==> src/rtl/trace_status_seq.sv <==
module trace_status_seq #(
  parameter int DEPTH = 4,
  parameter int DW = 32,
  parameter int LW = 5
) (
  input  logic          clk,
  input  logic          rst,
  input  logic [1:0]    cap_mode,
  input  logic          ev_valid,
  input  logic [2:0]    ev_kind,
  input  logic [DW-1:0] ev_word,
  input  logic          ev_rst,
  input  logic [2:0]    ev_mode,
  input  logic          ev_multi,
  input  logic [3:0]    ev_addr_lo,
  input  logic [LW-1:0] ev_left,
  output logic          busy,
  output logic [3:0]    st,
  output logic          dv,
  output logic [DW-1:0] data
);
  localparam int CW = $clog2(DEPTH + 1);
  localparam int PW = (DEPTH > 1) ? $clog2(DEPTH) : 1;
  localparam logic [CW-1:0] FULL_CNT = CW'(DEPTH);
  localparam logic [PW-1:0] LAST_PTR = PW'(DEPTH - 1);

  localparam logic [2:0] K_INSTR = 3'd0, K_EXC = 3'd1, K_STACK = 3'd2, K_VECT = 3'd3,
                         K_BRANCH = 3'd4, K_JUMP = 3'd5, K_RD = 3'd6, K_WR = 3'd7;

  typedef struct packed {
    logic [2:0]    kind;
    logic [DW-1:0] word;
    logic          rs;
    logic [2:0]    mode;
    logic          multi;
    logic [3:0]    lo;
    logic [LW-1:0] left;
  } ent_t;

  ent_t mem [DEPTH];
  logic [PW-1:0] wr_ptr, rd_ptr;
  logic [CW-1:0] cnt;
  logic phase_q, exc_q, rst_q, burst_q;

  ent_t hd;
  logic empty, push, pop, nphase;
  logic [3:0] bg, nst, tmark;
  logic ndv;
  logic [DW-1:0] ndata;
  logic aligned, burst_hit, is_op, is_rd, is_wr, cap_ok, show_data, show_tgt;

  assign hd    = mem[rd_ptr];
  assign empty = (cnt == '0);
  assign busy  = (cnt == FULL_CNT);
  assign push  = ev_valid && !busy;
  assign bg    = exc_q ? 4'hC : 4'h0;

  assign aligned   = (hd.lo == 4'd0);
  assign burst_hit = hd.multi && ((aligned && hd.left >= LW'(4)) || (burst_q && !aligned));
  assign is_op     = (hd.kind == K_RD) || (hd.kind == K_WR);
  assign is_rd     = (hd.kind == K_RD) || (hd.kind == K_VECT);
  assign is_wr     = (hd.kind == K_WR) || (hd.kind == K_STACK);
  assign cap_ok    = is_rd ? (cap_mode != 2'd0) : (is_wr && cap_mode[1]);
  assign show_data = cap_ok && !(exc_q && rst_q) && !(is_op && burst_hit);
  assign show_tgt  = (hd.kind == K_BRANCH) || (hd.kind == K_JUMP && hd.mode < 3'd4);
  assign tmark     = (hd.word[DW-1:16] != '0) ? 4'hB :
                     (hd.word[15:8] != 8'd0)  ? 4'hA : 4'h9;

  always_comb begin
    nst    = bg;
    ndv    = 1'b0;
    ndata  = '0;
    pop    = 1'b0;
    nphase = phase_q;
    if (!empty) begin
      if (phase_q) begin
        nst    = tmark;
        ndv    = 1'b1;
        ndata  = hd.word;
        pop    = 1'b1;
        nphase = 1'b0;
      end else begin
        case (hd.kind)
          K_INSTR: begin nst = 4'h1; pop = 1'b1; end
          K_EXC:   begin nst = 4'hC; pop = 1'b1; end
          K_BRANCH, K_JUMP: begin
            nst = 4'h5;
            if (show_tgt) nphase = 1'b1;
            else pop = 1'b1;
          end
          default: begin
            pop = 1'b1;
            if (show_data) begin
              nst   = 4'hB;
              ndv   = 1'b1;
              ndata = hd.word;
            end
          end
        endcase
      end
    end
  end

  always_ff @(posedge clk) begin
    if (push)
      mem[wr_ptr] <= '{kind: ev_kind, word: ev_word, rs: ev_rst, mode: ev_mode,
                       multi: ev_multi, lo: ev_addr_lo, left: ev_left};
  end

  always_ff @(posedge clk) begin
    if (rst) begin
      wr_ptr  <= '0;
      rd_ptr  <= '0;
      cnt     <= '0;
      phase_q <= 1'b0;
      exc_q   <= 1'b0;
      rst_q   <= 1'b0;
      burst_q <= 1'b0;
      st      <= 4'h0;
      dv      <= 1'b0;
      data    <= '0;
    end else begin
      st      <= nst;
      dv      <= ndv;
      data    <= ndata;
      phase_q <= nphase;
      if (push) wr_ptr <= (wr_ptr == LAST_PTR) ? '0 : wr_ptr + PW'(1);
      if (pop)  rd_ptr <= (rd_ptr == LAST_PTR) ? '0 : rd_ptr + PW'(1);
      case ({push, pop})
        2'b10:   cnt <= cnt + CW'(1);
        2'b01:   cnt <= cnt - CW'(1);
        default: cnt <= cnt;
      endcase
      if (pop) begin
        case (hd.kind)
          K_EXC:            begin exc_q <= 1'b1; rst_q <= hd.rs; end
          K_BRANCH, K_JUMP: begin exc_q <= 1'b0; rst_q <= 1'b0; end
          K_INSTR:          burst_q <= 1'b0;
          K_RD, K_WR:       burst_q <= burst_hit;
          default:          ;
        endcase
      end
    end
  end
endmodule


==> config.mk <==
export PLATFORM = sky130hd
export DESIGN_NAME = trace_status_seq
export DESIGN_NICKNAME = d
export VERILOG_FILES = /design/src/rtl/trace_status_seq.sv
export SDC_FILE = /design/constraint.sdc
export NUM_CORES = 1
export LEC_CHECK = 0
export ABC_AREA = 0
export BUFFER_PORTS_ARGS = -buffer_cell sky130_fd_sc_hd__buf_2
export CAP_MARGIN = 25
export CORE_MARGIN = 10
export CORE_UTILIZATION = 65
export CTS_BUF_LIST = sky130_fd_sc_hd__clkbuf_4
export DETAILED_ROUTE_END_ITERATION = 12
export MAX_ROUTING_LAYER = met4
export PLACE_DENSITY = 0.9
export RECOVER_POWER = 50
export SETUP_SLACK_MARGIN = 0.05
export SLEW_MARGIN = 20
export SYNTH_ARGS = -nofsm -noshare
export SYNTH_HDL_FRONTEND = slang
export SYNTH_SLANG_ARGS = --single-unit
==> constraint.sdc <==
create_clock -name clk -period 4.6 [get_ports clk]
set_input_delay 0.92 -clock clk [delete_from_list [all_inputs] [get_ports clk]]
set_output_delay 0.92 -clock clk [all_outputs]
set_load 0.05 [all_outputs]
# Yosys cells after proc, flatten, opt, wreduce, memory -nomap -nowiden

Memory sizes are Yosys's and may differ from the RTL's. A register that Yosys moved wholly into a read port is not among the register bits.
Index checks and enable logic that the tools add are counted.

Equality and inequality tests: 12
Muxes and demuxes: 31
Order comparisons: 2
Reduce and logical (&&, ||, !) cells: 34
$add $sub $neg: 4

Operator list:

| cell                                                                   | number |
|---|---|
| 32-bit 2-to-1 mux                                                      | 3 |
| 4-bit 2-to-1 mux                                                       | 4 |
| 16-bit nonzero test                                                    | 1 |
| 3-bit == test (second input constant)                                  | 5 |
| 1-bit 2-to-1 mux                                                       | 13 |
| 2-bit 2-to-1 mux                                                       | 6 |
| 4-bit one-hot mux with 3 select lines                                  | 1 |
| 1-bit logical AND                                                      | 10 |
| 2-bit nonzero test                                                     | 4 |
| 8-bit nonzero test                                                     | 1 |
| 2-bit == test (second input constant)                                  | 3 |
| 3-bit by 2-bit == test with 1-bit output (second input constant)       | 2 |
| 3-bit zero test                                                        | 2 |
| 1-bit one-hot mux with 2 select lines                                  | 3 |
| 3-bit one-hot mux with 2 select lines                                  | 1 |
| 2-bit OR reduction                                                     | 3 |
| 5-bit by 3-bit >= comparator with 1-bit output (second input constant) | 1 |
| 1-bit logical OR                                                       | 5 |
| 2-bit by 1-bit adder with 2-bit output (second input constant)         | 2 |
| 1-bit zero test                                                        | 4 |
| 4-bit zero test                                                        | 1 |
| 2-bit AND reduction                                                    | 2 |
| 4-bit OR reduction                                                     | 1 |
| 3-bit by 1-bit adder with 3-bit output (second input constant)         | 1 |
| other kinds (4)                                                        | 4 |

Word-level logic and storage cells: 94
Memory bits (writable): 196
Memories kept: 1
Register bits after elaboration: 48
Input bits: 54

Memory list:

| name | depth | width | read ports | clocked after Yosys merged registers in | write ports | RTL line | text |
|---|---|---|---|---|---|---|---|
| mem  | 4     | 49    | 1          | 1                                       | 1           | 40       | `ent_t mem [DEPTH];` |

# Depth between registers and ports, before layout

Gate-level depths: netlist of run 1.

Depth in word-level cells: 12
Depth in mapped cells: 12
Depth with buffers taken out: 10

# Least setup slack after synthesis of run 1

OpenSTA, ideal clock, no wires.

Path kind: input port to flip-flop
From: input port ev_valid
To: memory mem[3][12] (netlist bit), enable pin
Arrival: 2285 ps
Data required time: 4193 ps
Stages: 2
Slack: 1908 ps
Setup time: 407 ps
Cell sequence: nor2b_1 > and2_1

Longest elaborated chain between the ends: 3

Ends and longest elaborated chain:

| element                                | RTL line | text |
|---|---|---|
| start: declaration                     | 9        | `input logic ev_valid,` |
| 1-bit logical AND                      | 55       | `assign push = ev_valid && !busy;` |
| 1-bit 2-to-1 mux                       | 105      | `if (push)` |
| 1-bit 2-to-1 mux (not written as such) | 106      | `mem[wr_ptr] <= '{kind: ev_kind, word: ev_word, rs: ev_rst, mode: ev_mode,` |
| end: declaration                       | 40       |  |

Every way passes these cells.

==> results of run 1 <==
## metal layers
metal  vias to the layer above  share of wire, %  GRT usage (%)
met2                       198                51          30.62
li1                       2036                 -              -
met1                      2252                40          21.58
met4                         0               1.6          6.106
met5                         -                 0              -
met3                        34               7.5          6.236
## worst reg2reg max path: stages (launching register included)
cell and delay [ns]:
dfxtp_2 0.44, buf_4 0.62, mux4_2 0.40, nand2_1 0.08
a31oi_1 0.42, ha_1 0.30, inv_1 0.07, fa_1 0.37
xor2_1 0.16, or3_1 0.32, a21oi_1 0.15
## worst paths after layout
path         endpoint  slack [ns]  cells past startpoint
max            cnt[2]        1.20                     10
min           burst_q        0.51                      2
max reg2reg    cnt[2]        1.20                     10
min reg2reg   burst_q        0.51                      2
## layout by cell type, fill, tap and decap left out, types with 7 or more instances in the layout
cell      synthesis  final
mux4_1           14     14
a21oi_1          11     11
nor2_1           19     19
clkbuf_1          2     47
nor4_1           12     12
inv_1             8      8
clkinv_1          0     12
nor3_1            7      7
edfxtp_1        180    180
buf_2             1     40
dfxtp_1          50     48
clkbuf_4          1     87
nor2b_1          33     33
mux4_2           25     25
nand2_1          11     11
## sequential cells by signal, summed over array words and instances, names as in the netlist, named ones only
signal   flops
st           4
mem        180
data        32
wr_ptr       2
rd_ptr       2
dv           1
burst_q      1
phase_q      1
cnt          3
rst_q        1
exc_q        1
## area by class of cell
class / instances / share of cell area, %
flip-flops and latches: 230 / 66.14
inverters: 8 / 0.3099
multi-input cells: 183 / 19.32
well taps: 172 / 2.221
clock buffers: 87 / 6.741
clock inverters: 15 / 0.6327
repair buffers: 94 / 4.636
## metrics by stage
stage / instance area, sq um / cells / setup WS (ns) / hold slack, ns / utilization (%)
finish: 9689 / 789 / 1.198 / 0.5076 / 76.47
global route: 9689 / 789 / 0.9815 / 0.4869 / 76.47
CTS: 9724 / 788 / 1.190 / 0.4364 / 76.75
detailed placement: 9010 / 686 / 1.242 / 0.4935 / 71.11
global placement: 9010 / 686 / 1.330 / 0.4702 / 71.11
floorplan: 8449 / 435 / 1.908 / 0.4545 / -
## logic make-up (layout without fill, tap and decap cells)
| kind of cell | Yosys count | in the layout |
|---|---|---|
| mux | 41 | 41 |
| xor+xnor | 6 | 6 |
| fa+ha+maj | 7 | 7 |
| compound gates | 30 | 30 |
| buf+inv | 22 | 204 |
| simple gates | 99 | 99 |
| flops | 230 | 230 |
## power breakdown
part | total [mW] | internal [mW] | switching, mW
sequential | 2.64 | 2.50 | 0.137
clock | 1.61 | 0.859 | 0.753
combinational | 1.55 | 0.594 | 0.960
total | 5.81 | 3.96 | 1.85
==> out/metrics.csv, run 1 <==
stage;metric;value;unit
outcome;status;finished, violations left;
outcome;failing_checks;max-capacitance violations, max-slew violations;
synthesis;synth_async_sr_flop_share;0;%
setup_path;timing.critical_path.slowest_cell_delay;0.62;ns
setup_path;critical-path-top-delay-family;buffers and inverters;
routing;routed_via_density;5.729;
global_route;grt_start_max_net_pins;38;
floorplanning;start_util;66.68;%
synthesis;synth_enable_flop_cells;180;
power_and_ir_drop;report.power.total;5.808;mW
floorplanning;die_x;134.0;microns
routing;antenna_left;0;
synthesis;synth_commonest_cells;edfxtp_1 (180), dfxtp_1 (50), nor2b_1 (33);
timing;timing.final.max_slew_violations;70;
global_route;antenna_violations_before_repair;0;
cts;cts_root_buf;clkbuf_4;
synthesis;netlist_top_cells_area;edfxtp_1 (64%), dfxtp_1 (12%), mux4_2 (6.7%);
routing;drt_iter0_markers;326;
global_route;first_pass_grt_wire_length;25370;microns
floorplanning;io_pins;92;
timing;fin_setup_tns;0;ns
setup_path;critPathLaunchType;register;
setup_path;critical-path-slowest-cell;buf_4;
setup_path;cp.arrival;3.97;ns
global_route;overflow;0;
floorplanning;design.die.area;17960;sq um
routing;firstDrtPassIters;5;
synthesis;seq_area_frac_synth;75.82;%
routing;wl;16310;microns
setup_path;timing.setup.critical_path_class;register to register;
min_path;hold_path.startpoint;burst_q;
synthesis;yosys_warnings;0;
setup_path;worst-path-max-fanout;37;
timing;finalCriticalPeriod;3.402;ns
synthesis;post-synth-top-count-cell;edfxtp_1;
synthesis;synthesis.area;8449;sq um
synthesis;synth-adder-area-share;1.125;%
synthesis;netlist_instances;435;
cts;cts_resized;0;
timing;setup_viol;0;
synthesis;share_of_the_synthesized_area_in_compound_gates_ao_oa_aoi_oai;2.517;%
finish;layout-drive-gt1-share;27.71;%
min_path;min-delay-path-class;register to register;
synthesis;synthesis.nets;496;
setup_path;cp-end-kind;register;
place;io_buffers;87;
routing;route.detailed.drc;0;
timing;maxClockFrequency;294.0;MHz
floorplanning;placeableCoreArea;12670;sq um
routing;routed_wire_length_per_instance;20.67;microns
cts;ctsHtreeMaxLevel;2;
routing;route.vias.total;4520;
finish;antenna_cells_inserted;0;
global_route;grt_pass1_vias;4811;
timing;worst_slew_pin_slew;1.773;ns
cts;clock_insertion_delay_worst_skew;0.66;ns
setup_path;critical_path.n_buffers_inverters;2;
floorplanning;dieHeight;134.0;microns
floorplanning;row_count;41;
synthesis;yosys_register_bits;230;
synthesis;post_synth_num_cell_types;47;
finish;layout-area-overhead-vs-synth;14.67;%
place;routability_cong;0.7909;
cts;cts.sink_count;230;
setup_path;cp_data_required_time;5.17;ns
setup_path;timing.critical_path.cells;buf_4 > mux4_2 > nand2_1 > a31oi_1 > ha_1 > inv_1 > fa_1 > xor2_1 > or3_1 > a21oi_1;
timing;grt_setup_unrepaired;no;
finish;multi_input_area;1872;sq um
cts;clk_transition_reported_paths;0.07;ns
timing;worst_slew_margin_relative_to_its_limit;-18.27;%
finish;area.sequential;6409;sq um
synthesis;synthDominantAreaCellType;edfxtp_1;
cts;holdBufCountCts;0;
timing;worst_clock_skew_on_the_final_layout;0.02642;ns
power_and_ir_drop;cellLeakagePower;3.395;nW
place;dp.final_hpwl;10470;microns
power_and_ir_drop;worst_vdd_drop;0.3431;mV
finish;nFillCells;730;
power_and_ir_drop;power-per-cell-area;599.4;nW/um^2
synthesis;synth_flop_cell;edfxtp_1;
global_route;gr-usage-all-layers;18.74;%
synthesis;largest_family_of_logic_cells_by_synthesized_area;multiplexers;
cts;ctsLongestPathBuffers;3;
synthesis;synth.avg_cell_area;19.42;sq um
synthesis;netlist.area_leader.share;63.97;%
timing;report.final.hold_viol_count;0;
timing;post-route-period-util;73.95;%
cts;post_cts_setup_repair_buffer_count;0;
cts;cts_inserted_buffers;54;
synthesis;area_fraction_in_and_or_nand_and_nor_cells_after_synthesis;6.619;%
synthesis;synth.area.mux_share;11.25;%
finish;design.final.nets;632;
cts;tritoncts_clock_tree;yes;
flow_run;max_cap_violations;3;
synthesis;post_synth_xor_area_fraction;0.6219;%
Note: power is estimated with default switching activity, not from simulation.
==> inputs of run 2 (changes only) <==
- CORE_UTILIZATION: 65 -> 60
- PLACE_DENSITY: 0.9 -> 0.84
- clock period: 4.6 -> 3.4 ns (I/O delays scaled with it)
==> run 2 against run 1 <==
Clock power increased by 33%. Sequential share of layout area increased by 0.077 points. Design area decreased by 0.12%. Clock skew decreased by 0.0041 ns. Wire length decreased by 0.97%. Die area increased by 7.1%. Fmax increased by 19%. The run now ends clean. Cell count increased by 1.4%.
==> out/metrics.csv, run 2 (same netlist as run 1, synthesis figures left out) <==
stage;metric;value;unit;change
outcome;status;completed;;was finished, violations left
floorplanning;start_util;61.11;%;was 66.68%
cts;cts_resized;0;;unchanged
place;placedCellCount;699;;was 686
flow_run;max_cap_violations;0;;was 3
timing;worst_slew_pin_slew;0.6905;ns;was 1.773 ns
timing;worst_clock_skew_on_the_final_layout;0.02229;ns;was 0.02642 ns
floorplanning;design.die.area;19230;sq um;was 17960 sq um
floorplanning;io_pins;92;;unchanged
cts;cts_inserted_buffers;54;;unchanged
cts;ctsHtreeMaxLevel;2;;unchanged
floorplanning;dieHeight;138.7;microns;was 134.0 microns
floorplanning;row_count;43;;was 41
finish;regMostFlops;mem;;unchanged
global_route;grt_start_max_net_pins;46;;was 38
global_route;gr-usage-all-layers;17.13;%;was 18.74%
finish;fin_cells;800;;was 789
place;io_buffers;87;;unchanged
routing;routed_wire_length_per_instance;20.19;microns;was 20.67 microns
place;routability_cong;0.8183;;was 0.7909
finish;layout_commonest_cell;edfxtp_1;;unchanged
routing;route.vias.total;4492;;was 4520
timing;worst_slew_margin_relative_to_its_limit;53.97;%;was -18.27%
setup_path;timing.setup.critical_path_class;register to register;;unchanged
routing;routed_via_density;5.615;;was 5.729
place;dpl_cell_area;9082;sq um;was 9010 sq um
power_and_ir_drop;power.switching_fraction;31.89;%;was 31.86%
cts;clock_insertion_delay_worst_skew;0.65;ns;was 0.66 ns
routing;wl_met1;6362;microns;was 6552 microns
floorplanning;die_x;138.7;microns;was 134.0 microns
setup_path;cp-end-kind;register;;unchanged
finish;design.final.nets;636;;was 632
power_and_ir_drop;power.internal;5.309;mW;was 3.958 mW
finish;layout-area-overhead-vs-synth;14.54;%;was 14.67%
routing;wl;16150;microns;was 16310 microns
setup_path;timing.critical_path.cells;buf_12 > mux4_2 > nor2_1 > a31oi_1 > ha_1 > inv_1 > fa_1 > xor2_1 > or3_1 > a21oi_1;;was buf_4 > mux4_2 > nand2_1 > a31oi_1 > ha_1 > inv_1 > fa_1 > xor2_1 > or3_1 > a21oi_1
min_path;timing.hold.worst_endpoint;mem[3][24];;was burst_q
power_and_ir_drop;total_switching_power;2.486;mW;was 1.850 mW
timing;report.final.hold_viol_count;0;;unchanged
power_and_ir_drop;p_comb_share;26.8;%;about the same
routing;firstDrtPassIters;6;;was 5
routing;antenna_left;0;;unchanged
power_and_ir_drop;worst_vdd_drop;0.4357;mV;was 0.3431 mV
finish;largest_registers;mem x180, data x32, st x4;;unchanged
finish;largest_register_ffs;180;;unchanged
power_and_ir_drop;cellLeakagePower;3.257;nW;was 3.395 nW
setup_path;rrSetupSlack;0.54;ns;was 1.20 ns
finish;fin_area;9678;sq um;was 9689 sq um
timing;finalCriticalPeriod;2.856;ns;was 3.402 ns
place;dp.final_hpwl;10370;microns;was 10470 microns
routing;drt_iter0_markers;345;;was 326
min_path;hold_path.startpoint;ev_word[10];;was burst_q
timing;whs;0.2952;ns;was 0.5076 ns
timing;post-route-period-util;84.01;%;was 73.95%
min_path;min-delay-path-class;primary input to register;;was register to register
cts;cts.sink_count;230;;unchanged
setup_path;regToRegEndpoint;cnt[2];;unchanged
setup_path;timing.critical_path.slowest_cell_delay;0.47;ns;was 0.62 ns
finish;commonest_cells_after_routing_fill_and_taps_aside;edfxtp_1 (180), clkbuf_4 (84), clkbuf_1 (82);;was edfxtp_1 (180), clkbuf_4 (87), dfxtp_1 (48)
global_route;first_pass_grt_wire_length;25550;microns;was 25370 microns
routing;met2RoutedLength;8454;microns;was 8263 microns
power_and_ir_drop;fraction_of_power_consumed_by_sequential_logic;45.8;%;was 45.5%
global_route;antenna_violations_before_repair;1;;was 0
power_and_ir_drop;power-per-cell-area;805.4;nW/um^2;was 599.4 nW/um^2
cts;cts_root_buf;clkbuf_4;;unchanged
cts;ctsLongestPathBuffers;3;;unchanged
cts;post_cts_setup_repair_buffer_count;0;;unchanged
global_route;overflow;0;;unchanged
timing;timing.final.max_slew_violations;0;;was 70
setup_path;cp_data_required_time;3.97;ns;was 5.17 ns
timing;fin_setup_tns;0;ns;unchanged
finish;layout-drive-gt1-share;22.62;%;was 27.71%
routing;route.detailed.drc;0;;unchanged
timing;setup_viol;0;;unchanged
setup_path;cp.arrival;3.43;ns;was 3.97 ns
routing;met3_length;1025;microns;was 1223 microns
floorplanning;placeableCoreArea;13830;sq um;was 12670 sq um
setup_path;logic_depth_of_the_worst_register_to_register_path;10;;unchanged
timing;maxClockFrequency;350.1;MHz;was 294.0 MHz
cts;tritoncts_clock_tree;yes;;unchanged
setup_path;critical-path-slowest-cell;dfxtp_2;;was buf_4
timing;grt_setup_unrepaired;no;;unchanged
global_route;grt_pass1_vias;4857;;was 4811
cts;holdBufCountCts;0;;unchanged
min_path;hold_depth;1;;was 2
power_and_ir_drop;clock_power_share;27.4;%;was 27.8%
setup_path;critPathLaunchType;register;;unchanged
routing;highest_layer;met4;;unchanged
cts;clk_transition_reported_paths;0.07;ns;about the same
setup_path;worst-path-max-fanout;36;;was 37
## run 2: cell types whose count changed in the layout (fill, tap and decap cells not counted), sizes merged
cell / change
clkbuf: +32
buf: -31
clkinv: +1
diode: +1
## run 2: metrics by stage
step / setup slack [ns] / total power, mW / utilization [%]
after floorplan: 0.7086 / 5.278 / -
after global placement: 0.6112 / 5.658 / 65.69
after detailed placement: 0.5203 / 5.755 / 65.69
after CTS: 0.5079 / 7.890 / 70.72
after global routing: 0.2732 / 8.173 / 69.99
final: 0.5437 / 7.795 / 69.99
## run 2: per-layer routing
metal | global-route usage (%) | vias to the layer above
met1 | 19.19 | 2266
met2 | 28.69 | 153
met5 | - | -
li1 | - | 2050
met3 | 4.247 | 23
met4 | 7.468 | 0
## run 2: worst max-delay path by stage
stage	from	endpoint	slack, ns
6_report	register	cnt[2]	0.54
4_1_cts	register	cnt[2]	0.51
5_1_grt	register	cnt[2]	0.27
3_5_place_dp	register	cnt[2]	0.52
2_1_floorplan	register	cnt[2]	0.71
3_3_place_gp	register	cnt[2]	0.61
## run 2: cell type report
cell class | instances | area (sq um)
flip-flops and latches | 230 | 6409
clock buffers | 84 | 630.6
diodes | 1 | 2.502
multi-input cells | 183 | 1876
clock inverters | 16 | 65.06
fillers | 893 | 4149
inverters | 8 | 30.03
well taps | 180 | 225.2
repair buffers | 98 | 440.4
## run 2: critical path, delay by kind of cell, from the launching register on
kind / cells / cell delay (ns)
AO/OA/AOI/OAI: 2 / 0.39
XOR/XNOR: 1 / 0.16
adder cells (fa/ha/maj): 2 / 0.61
buffers and inverters: 2 / 0.36
flip-flops: 1 / 0.47
multiplexers: 1 / 0.39
AND/OR/NAND/NOR: 2 / 0.40
## run 2: power by group through the flow
stage	combinational, mW	sequential (mW)	clock, mW
detailed placement	2.13	3.63	0
finish	2.09	3.57	2.14
CTS	2.14	3.57	2.19
global route	2.23	3.60	2.34
floorplan	1.36	3.91	0
global placement	2.07	3.59	0
